==> src/rtl/dbg_pkg.sv <==
package dbg_pkg;

  localparam int CMD_W = 3;

  typedef enum logic [CMD_W-1:0] {
    ST_RUN   = 3'd0,
    ST_HALT  = 3'd1,
    ST_STEP  = 3'd2,
    ST_RESET = 3'd3,
    ST_LTI   = 3'd4
  } run_st_e;

  localparam logic [CMD_W-1:0] CMD_MAX = 3'd4;

  function automatic logic cmd_known(input logic [CMD_W-1:0] code);
    return code <= CMD_MAX;
  endfunction

endpackage

==> src/rtl/bkpt_cmp.sv <==
module bkpt_cmp #(
  parameter int AW = 32
) (
  input  logic          en,
  input  logic          fetch_vld,
  input  logic [AW-1:0] fetch_addr,
  input  logic [AW-1:0] match_addr,
  output logic          hit
);

  always_comb begin
    hit = en && fetch_vld && (fetch_addr == match_addr);
  end

endmodule

==> src/rtl/bkpt_bank.sv <==
module bkpt_bank #(
  parameter int AW  = 32,
  parameter int NBP = 2
) (
  input  logic              clk,
  input  logic              rst,
  input  logic              fetch_vld,
  input  logic [AW-1:0]     fetch_addr,
  input  logic [NBP-1:0]    bp_en,
  input  logic [NBP*AW-1:0] bp_addr,
  output logic [NBP-1:0]    hits,
  output logic              any_hit,
  output logic [NBP-1:0]    hits_q
);

  for (genvar i = 0; i < NBP; i++) begin : g_cmp
    bkpt_cmp #(.AW(AW)) u_cmp (
      .en         (bp_en[i]),
      .fetch_vld  (fetch_vld),
      .fetch_addr (fetch_addr),
      .match_addr (bp_addr[i*AW +: AW]),
      .hit        (hits[i])
    );
  end

  assign any_hit = |hits;

  always_ff @(posedge clk) begin
    if (rst) begin
      hits_q <= '0;
    end else if (any_hit) begin
      hits_q <= hits;
    end
  end


  hit_status_chk: assert property (@(posedge clk) disable iff (rst)
    any_hit |=> hits_q == $past(hits));


  hit_hold_chk: assert property (@(posedge clk) disable iff (rst)
    !any_hit |=> $stable(hits_q));


  no_fetch_no_hit_chk: assert property (@(posedge clk) disable iff (rst)
    !fetch_vld |-> hits == '0);

endmodule

==> src/rtl/trace_unit.sv <==
module trace_unit (
  input  logic clk,
  input  logic rst,
  input  logic retire_vld,
  input  logic trace_on,
  input  logic monitor_mode,
  input  logic bp_trap,
  output logic trap_req
);

  logic trace_hit;

  assign trace_hit = retire_vld && trace_on && !monitor_mode;

  always_ff @(posedge clk) begin
    if (rst) begin
      trap_req <= 1'b0;
    end else begin
      trap_req <= trace_hit || bp_trap;
    end
  end


  trace_trap_chk: assert property (@(posedge clk) disable iff (rst)
    (retire_vld && trace_on && !monitor_mode) |=> trap_req);


  monitor_quiet_chk: assert property (@(posedge clk) disable iff (rst)
    (monitor_mode && !bp_trap) |=> !trap_req);


  single_event_chk: assert property (@(posedge clk) disable iff (rst)
    (!retire_vld && !bp_trap) |=> !trap_req);

endmodule

==> src/rtl/run_ctrl.sv <==
module run_ctrl
  import dbg_pkg::*;
(
  input  logic             clk,
  input  logic             rst,
  input  logic             cmd_vld,
  input  logic [CMD_W-1:0] cmd_code,
  input  logic             bp_halt,
  input  logic             retire_vld,
  output run_st_e          state_q,
  output logic             halt_req
);

  run_st_e state_d;

  always_comb begin
    state_d = state_q;
    if (cmd_vld && cmd_known(cmd_code)) begin
      state_d = run_st_e'(cmd_code);
    end else if (bp_halt) begin
      state_d = ST_HALT;
    end else begin
      case (state_q)
        ST_STEP:  if (retire_vld) state_d = ST_HALT;
        ST_RESET: state_d = ST_RUN;
        default:  state_d = state_q;
      endcase
    end
  end

  always_ff @(posedge clk) begin
    if (rst) begin
      state_q  <= ST_RUN;
      halt_req <= 1'b0;
    end else begin
      state_q  <= state_d;
      halt_req <= bp_halt;
    end
  end


  cmd_apply_chk: assert property (@(posedge clk) disable iff (rst)
    (cmd_vld && cmd_code <= 3'd4) |=> state_q == $past(cmd_code));


  bp_halt_chk: assert property (@(posedge clk) disable iff (rst)
    (bp_halt && !cmd_vld) |=> (state_q == ST_HALT) && halt_req);


  step_once_chk: assert property (@(posedge clk) disable iff (rst)
    (state_q == ST_STEP && retire_vld && !cmd_vld && !bp_halt) |=> state_q == ST_HALT);


  reset_pulse_chk: assert property (@(posedge clk) disable iff (rst)
    (state_q == ST_RESET && !cmd_vld && !bp_halt) |=> state_q == ST_RUN);


  lti_hold_chk: assert property (@(posedge clk) disable iff (rst)
    (state_q == ST_LTI && !cmd_vld && !bp_halt) |=> state_q == ST_LTI);

endmodule

==> src/rtl/dbg_stop_ctrl.sv <==
module dbg_stop_ctrl
  import dbg_pkg::*;
#(
  parameter int AW  = 32,
  parameter int NBP = 2
) (
  input  logic              clk,
  input  logic              rst,
  input  logic              retire_vld,
  input  logic              fetch_vld,
  input  logic [AW-1:0]     fetch_addr,
  input  logic              trace_on,
  input  logic              monitor_mode,
  input  logic [NBP-1:0]    bp_en,
  input  logic [NBP*AW-1:0] bp_addr,
  input  logic              emu_attached,
  input  logic              cmd_vld,
  input  logic [CMD_W-1:0]  cmd_code,
  output logic              trap_req,
  output logic              halt_req,
  output logic [CMD_W-1:0]  run_state,
  output logic [NBP-1:0]    bp_hits
);

  logic [NBP-1:0] hits;
  logic           any_hit;
  logic           bp_trap;
  logic           bp_halt;
  run_st_e        state_q;

  bkpt_bank #(.AW(AW), .NBP(NBP)) u_bank (
    .clk        (clk),
    .rst        (rst),
    .fetch_vld  (fetch_vld),
    .fetch_addr (fetch_addr),
    .bp_en      (bp_en),
    .bp_addr    (bp_addr),
    .hits       (hits),
    .any_hit    (any_hit),
    .hits_q     (bp_hits)
  );

  assign bp_trap = any_hit && !emu_attached;
  assign bp_halt = any_hit && emu_attached;

  trace_unit u_trace (
    .clk          (clk),
    .rst          (rst),
    .retire_vld   (retire_vld),
    .trace_on     (trace_on),
    .monitor_mode (monitor_mode),
    .bp_trap      (bp_trap),
    .trap_req     (trap_req)
  );

  run_ctrl u_run (
    .clk        (clk),
    .rst        (rst),
    .cmd_vld    (cmd_vld),
    .cmd_code   (cmd_code),
    .bp_halt    (bp_halt),
    .retire_vld (retire_vld),
    .state_q    (state_q),
    .halt_req   (halt_req)
  );

  assign run_state = state_q;


  bp_trap_chk: assert property (@(posedge clk) disable iff (rst)
    (any_hit && !emu_attached) |=> trap_req && !halt_req);


  emu_no_trap_chk: assert property (@(posedge clk) disable iff (rst)
    (any_hit && emu_attached && !retire_vld) |=> !trap_req);


  reset_state_chk: assert property (@(posedge clk)
    $past(rst) |-> (!trap_req && !halt_req && bp_hits == '0 && run_state == 3'd0));

endmodule

==> config.mk <==
export PLATFORM = sky130hd
export DESIGN_NAME = dbg_stop_ctrl
export DESIGN_NICKNAME = d
export VERILOG_FILES = /design/src/rtl/dbg_pkg.sv /design/src/rtl/bkpt_cmp.sv /design/src/rtl/bkpt_bank.sv /design/src/rtl/trace_unit.sv /design/src/rtl/run_ctrl.sv /design/src/rtl/dbg_stop_ctrl.sv
export SDC_FILE = /design/constraint.sdc
export NUM_CORES = 1
export LEC_CHECK = 0
export ABC_AREA = 1
export BUFFER_PORTS_ARGS = -buffer_cell sky130_fd_sc_hd__buf_4
export CORE_ASPECT_RATIO = 1.1
export CORE_MARGIN = 4
export CORE_UTILIZATION = 41
export CTS_BUF_LIST = sky130_fd_sc_hd__clkbuf_2
export DETAILED_ROUTE_END_ITERATION = 8
export PLACE_DENSITY_LB_ADDON = 0.25
export SLEW_MARGIN = 20
export SYNTH_ARGS = -nofsm -noshare
export SYNTH_HDL_FRONTEND = slang
export SYNTH_SLANG_ARGS = --single-unit
==> constraint.sdc <==
create_clock -name clk -period 1 [get_ports clk]
set_input_delay 0.1 -clock clk [delete_from_list [all_inputs] [get_ports clk]]
set_output_delay 0.1 -clock clk [all_outputs]
set_load 0.03 [all_outputs]
# Word level (Yosys, flattened, before mapping)
# Cells that the tools add are included.
[word_totals]
regBits = 7
input_bits = 109
[classes]
n_lt_le_gt_ge = 1
n_eq_ne = 5
muxes = 4
n_reduce_logical = 15
[ops]
columns = ["cell", "n"]
rows = [
  ["$eq A32 B32 Y1", 2],
  ["$logic_and A1 B1 Y1", 9],
  ["$mux W3", 3],
  ["$eq A3 B2 Y1 const B", 2],
  ["$pmux W3 S2", 1],
  ["$ne A4 B2 Y1 const B", 1],
  ["$reduce_bool A4 Y1", 1],
  ["$le A3 B3 Y1 const B", 1],
  ["$logic_not A1 Y1", 2],
  ["$reduce_and A2 Y1", 1],
  ["$reduce_or A2 Y1", 1],
  ["$logic_or A1 B1 Y1", 1],
]

# Depth between registers and ports, before layout
[depth]
depth_word = 6
depth_mapped = 14

# Modules after synthesis
# From an unflattened synthesis, not the netlist that was laid out.
[unflattened]
hier_cells = 328
area_unflattened_um2 = 1507.7
[modules_own_cells]
columns = ["module", "instances", "cells_each", "area_per_inst_um2", "seq_area_each_um2"]
rows = [
  ["bkpt_cmp", 2, 140, 591.8, 0.0],
  ["run_ctrl", 1, 30, 191.4, 80.1],
  ["bkpt_bank", 1, 9, 68.8, 40.0],
  ["trace_unit", 1, 5, 46.3, 20.0],
  ["dbg_stop_ctrl", 1, 4, 17.5, 0.0],
]

# Worst setup path before layout
# OpenSTA, ideal clock, no wires.
[synth_path]
kind = "register to register"
start = "reg u_run.state_q[2]"
end = "reg u_run.state_q[0]"
t_arrival_ns = 1.156
required_time_ns = 0.934
path_slack_ns = -0.222
stages_incl_launch_ff = 5
path_buffers = 0
cell_sequence = "dfxtp_1 > nor3_1 > nor3_1 > nand3_1 > a21oi_2"
[synth_between]
elab_chain_cells = 4
word_cells_on_any_way = 8
classes_between = "3 x eq/ne; 3 x mux; 2 x reduce/logical"
[synth_lines]
columns = ["item", "line_no", "text"]
rows = [
  ["from (decl)", "run_ctrl.sv:10", "output run_st_e state_q,"],
  ["from (signal assigned)", "run_ctrl.sv:36", "state_q <= state_d;"],
  ["$eq A3 B2 Y1", "run_ctrl.sv:23", "case (state_q)"],
  ["$pmux W3 S2", "run_ctrl.sv:23", ""],
  ["$mux W3", "run_ctrl.sv:20", "end else if (bp_halt) begin"],
  ["$mux W3", "run_ctrl.sv:18", "if (cmd_vld && cmd_known(cmd_code)) begin"],
]
# Several ways; a longest one is shown, not always the timed one.
# A chain may end at the register's enable or synchronous reset.

# Final worst setup path
[layout_path]
start = "in fetch_addr[14]"
end = "reg u_run.state_q[0]"
[layout_between]
elab_chain_cells = 6
word_cells_on_any_way = 11
classes_between = "3 x eq/ne; 2 x mux; 6 x reduce/logical"
[layout_lines]
columns = ["item", "line_no", "text"]
rows = [
  ["from (decl)", "dbg_stop_ctrl.sv:11", "input logic [AW-1:0] fetch_addr,"],
  ["$eq A32 B32 Y1", "bkpt_cmp.sv:12", "hit = en && fetch_vld && (fetch_addr == match_addr);"],
  ["$logic_and A1 B1 Y1", "bkpt_cmp.sv:12", ""],
  ["$reduce_or A2 Y1 (*)", "bkpt_bank.sv:26", "assign any_hit = |hits;"],
  ["$logic_and A1 B1 Y1 (*)", "dbg_stop_ctrl.sv:44", "assign bp_halt = any_hit && emu_attached;"],
  ["$ne A4 B2 Y1 (no source line), or another cell as far along", "-", ""],
  ["$reduce_and A2 Y1 (no source line) / $mux W3 (equally long branches)", "-", ""],
]
# Every way passes the cells marked *; elsewhere a longest branch is shown, timed or not.

==> results.yml <==
floorplanning:
  pin_count: 116
  placementRows: 25
  fp.dieW_um: 72.3
  die-area_um2: 5690
  fp.dieH_um: 78.7
  core-area_um2: 4350
  initial_core_util_pct: 42.9
route:
  wirelength_um: 10200
  drtAntennaViolNets: 0
  viasPerCell: 5.16
  firstDrtPassIters: 5
  drc: 0
  wire_per_inst_um: 15.6
  num_vias: 3373
  drtIter0Drc: 252
clock_network:
  tritoncts: "done"
  root_buffer: "clkbuf_2"
  path_clk_slew_ns: 0.12
  clock_latency_ns: 0.28
  cts-htree-levels: 1
  cts_max_path_buffers: 2
  numCtsBuffers: 3
  clock_sinks: 7
pwr:
  p_leak_nw: 2.23
  peakVddDrop_uv: 271
  powerDensity_nw_per_um2: 552
synthesis:
  ys_seq_area_share_pct: 7.51
  syn_area_per_cell_um2: 4.76
  ys_warn_count: 0
  syn_area_um2: 1870
  synthCells: 392
  synth_seq_cells: 7
  synth.distinct_cells: 25
  syn_nets: 501
grt:
  grt_usage_pct: 29.9
  top_usage_layer: "met2"
  gr-usage-met1_pct: 31.5
  grt_pass1_vias: 3128
  grt_start_max_net_pins: 8
  grt_pass1_wl_um: 13500
  grt.overflow.total: 0
  met2_usage_pct: 57.2
  met3_usage_pct: 5.32
  antenna_found_initial: 0
timing:
  worst_slack_ns: -0.283
  worstMarginPinSlew_ns: 0.353
  fin_skew_ns: 0.00209
  final_hold_viol_count: 0
  finalSetupViolCount: 9
  period_needed_ns: 1.28
  slew_viol_final: 0
  relSlewSlack_pct: 76.3
  grt_setup_unrepaired: "yes"
  fmax_ghz: 0.779
  hold_slack_ns: 0.0546
  fin_crit_sh_pct: 128
cells_and_area:
  num_antenna_cells: 0
  nNetsFinal: 710
  area_delta_synth_final_pct: 107
  final_area_um2: 3860
  final_util_pct: 88.9
  drive_gt1_share_pct: 50.7
placement:
  portBuffers: 115
  gp_congestion: 0.948
  dp_hpwl_um: 7320
  postPlaceCellArea_um2: 3480
run_status:
  violations: "setup timing"
  status: "complete, but fails checks"
setup_path:
  worstPathArrival_ns: 1.50
  critical_path_class: "in -> reg"
  cp_max_fo: 4
  crit_path_end_kind: "flop"
  worstPathRequired_ns: 1.22
  cp-start-kind: "primary input"
hold_path:
  worstHoldPathType: "in -> reg"
job:
  max-cap-violations: 0
==> metrics by stage <==
step	total power [mW]	setup slack (ns)	TNS, ns	cells
after floorplan	0.816	-0.0596	-0.108	392
after global placement	1.61	-0.408	-2.36	642
after detailed placement	1.63	-0.460	-2.70	642
after CTS	1.92	-0.113	-0.350	651
after global routing	2.25	-0.365	-1.71	654
final	2.14	-0.283	-1.11	654
==> cells by family (layout without fill, tap and decap cells) <==
family | after synthesis | in the layout | synth area share (%)
AOI/OAI and AO/OA | 17 | 17 | 5.70
xor gates and xnor gates | 19 | 19 | 8.92
buffers and inverters | 92 | 300 | 18.5
DFF | 7 | 7 | 7.51
and+or+nand+nor | 257 | 257 | 59.4
==> final timing paths <==
path	slack, ns	cells past startpoint	to	from
worst max-delay path	-0.28	10	u_run.state_q[0]	fetch_addr[14]
worst min-delay path	0.05	2	u_run.state_q[2]	rst
worst max register to register	-0.19	6	u_run.state_q[0]	u_run.state_q[1]
worst min register to register	0.54	2	u_run.state_q[2]	u_run.state_q[2]
==> state kept, by name, indices dropped and copies added (netlist names) <==
name	count
u_bank.hits_q	2
u_trace.trap_req	1
u_run.halt_req	1
u_run.state_q	3
==> cells in the mapped netlist <==
| library cell | instances | area share, % |
|---|---|---|
| a21oi_1 | 6 | 1.6 |
| a21oi_2 | 1 | 0.47 |
| and2_1 | 1 | 0.34 |
| clkinv_1 | 3 | 0.60 |
| dfxtp_1 | 7 | 7.5 |
| inv_1 | 75 | 15 |
| inv_2 | 14 | 2.8 |
| nand2_1 | 156 | 31 |
| nand2_2 | 3 | 1.0 |
| nand3_1 | 13 | 3.5 |
| nand3_2 | 4 | 2.1 |
| nand3b_1 | 1 | 0.40 |
| nand4_1 | 16 | 5.4 |
| nor2_1 | 43 | 8.7 |
| nor2_2 | 2 | 0.67 |
| nor3_1 | 6 | 1.6 |
| nor3b_1 | 4 | 1.6 |
| nor4_1 | 2 | 0.67 |
| o2111ai_1 | 4 | 1.9 |
| o211ai_1 | 1 | 0.40 |
| o21ai_0 | 5 | 1.3 |
| or2_1 | 4 | 1.3 |
| or2_2 | 2 | 0.67 |
| xnor2_1 | 14 | 6.6 |
| xor2_1 | 5 | 2.3 |
==> layout make-up <==
type                    count  area [um^2]
inverters                  92          355
flip-flops and latches      7          149
repair buffers            204         1600
fillers                   237          483
multi-input cells         293         1670
clock inverters             1         5.00
clock buffers               3         15.0
well taps                  54         67.6
==> per-layer routing <==
metal	part of all wire (%)	routed length, um
met1	34	3510
met2	51	5240
met3	7.6	770
met4	6.6	670
met5	0	0
==> worst max-delay path, cell delays in order <==
cell and delay (ns):
buf_4 0.13, xnor2_1 0.25, nand4_1 0.17, nor2_1 0.19, nand3_2 0.12, nand2_2 0.14
nand2_4 0.10, nand2_2 0.09, nand2_2 0.06, a21oi_2 0.15
==> what timing repair did <==
item	CTS	global route
hold buffers	0	0
setup buffers	5	5
pin swaps	14	28
setup endpoints to repair	7	9
resized for setup	34	56
==> report_power, final <==
group          internal [mW]  switching [mW]  total [mW]  leakage [nW]
clock network         0.0903           0.175       0.266        0.0164
registers              0.286          0.0103       0.296        0.0587
logic                  0.832           0.741        1.57          2.16
total                   1.21           0.927        2.14          2.23
==> placed cells by master, fill, tap and decap left out, types with 7 or more instances in the layout <==
cell,instances
nor2_1,36
nand3_1,9
buf_6,14
nand4_1,16
nand2_2,29
inv_1,66
nor2_2,7
xnor2_1,8
inv_2,19
nand3_2,8
buf_4,188
nand2_1,127
No activity file was read; power rests on OpenSTA's default activity.
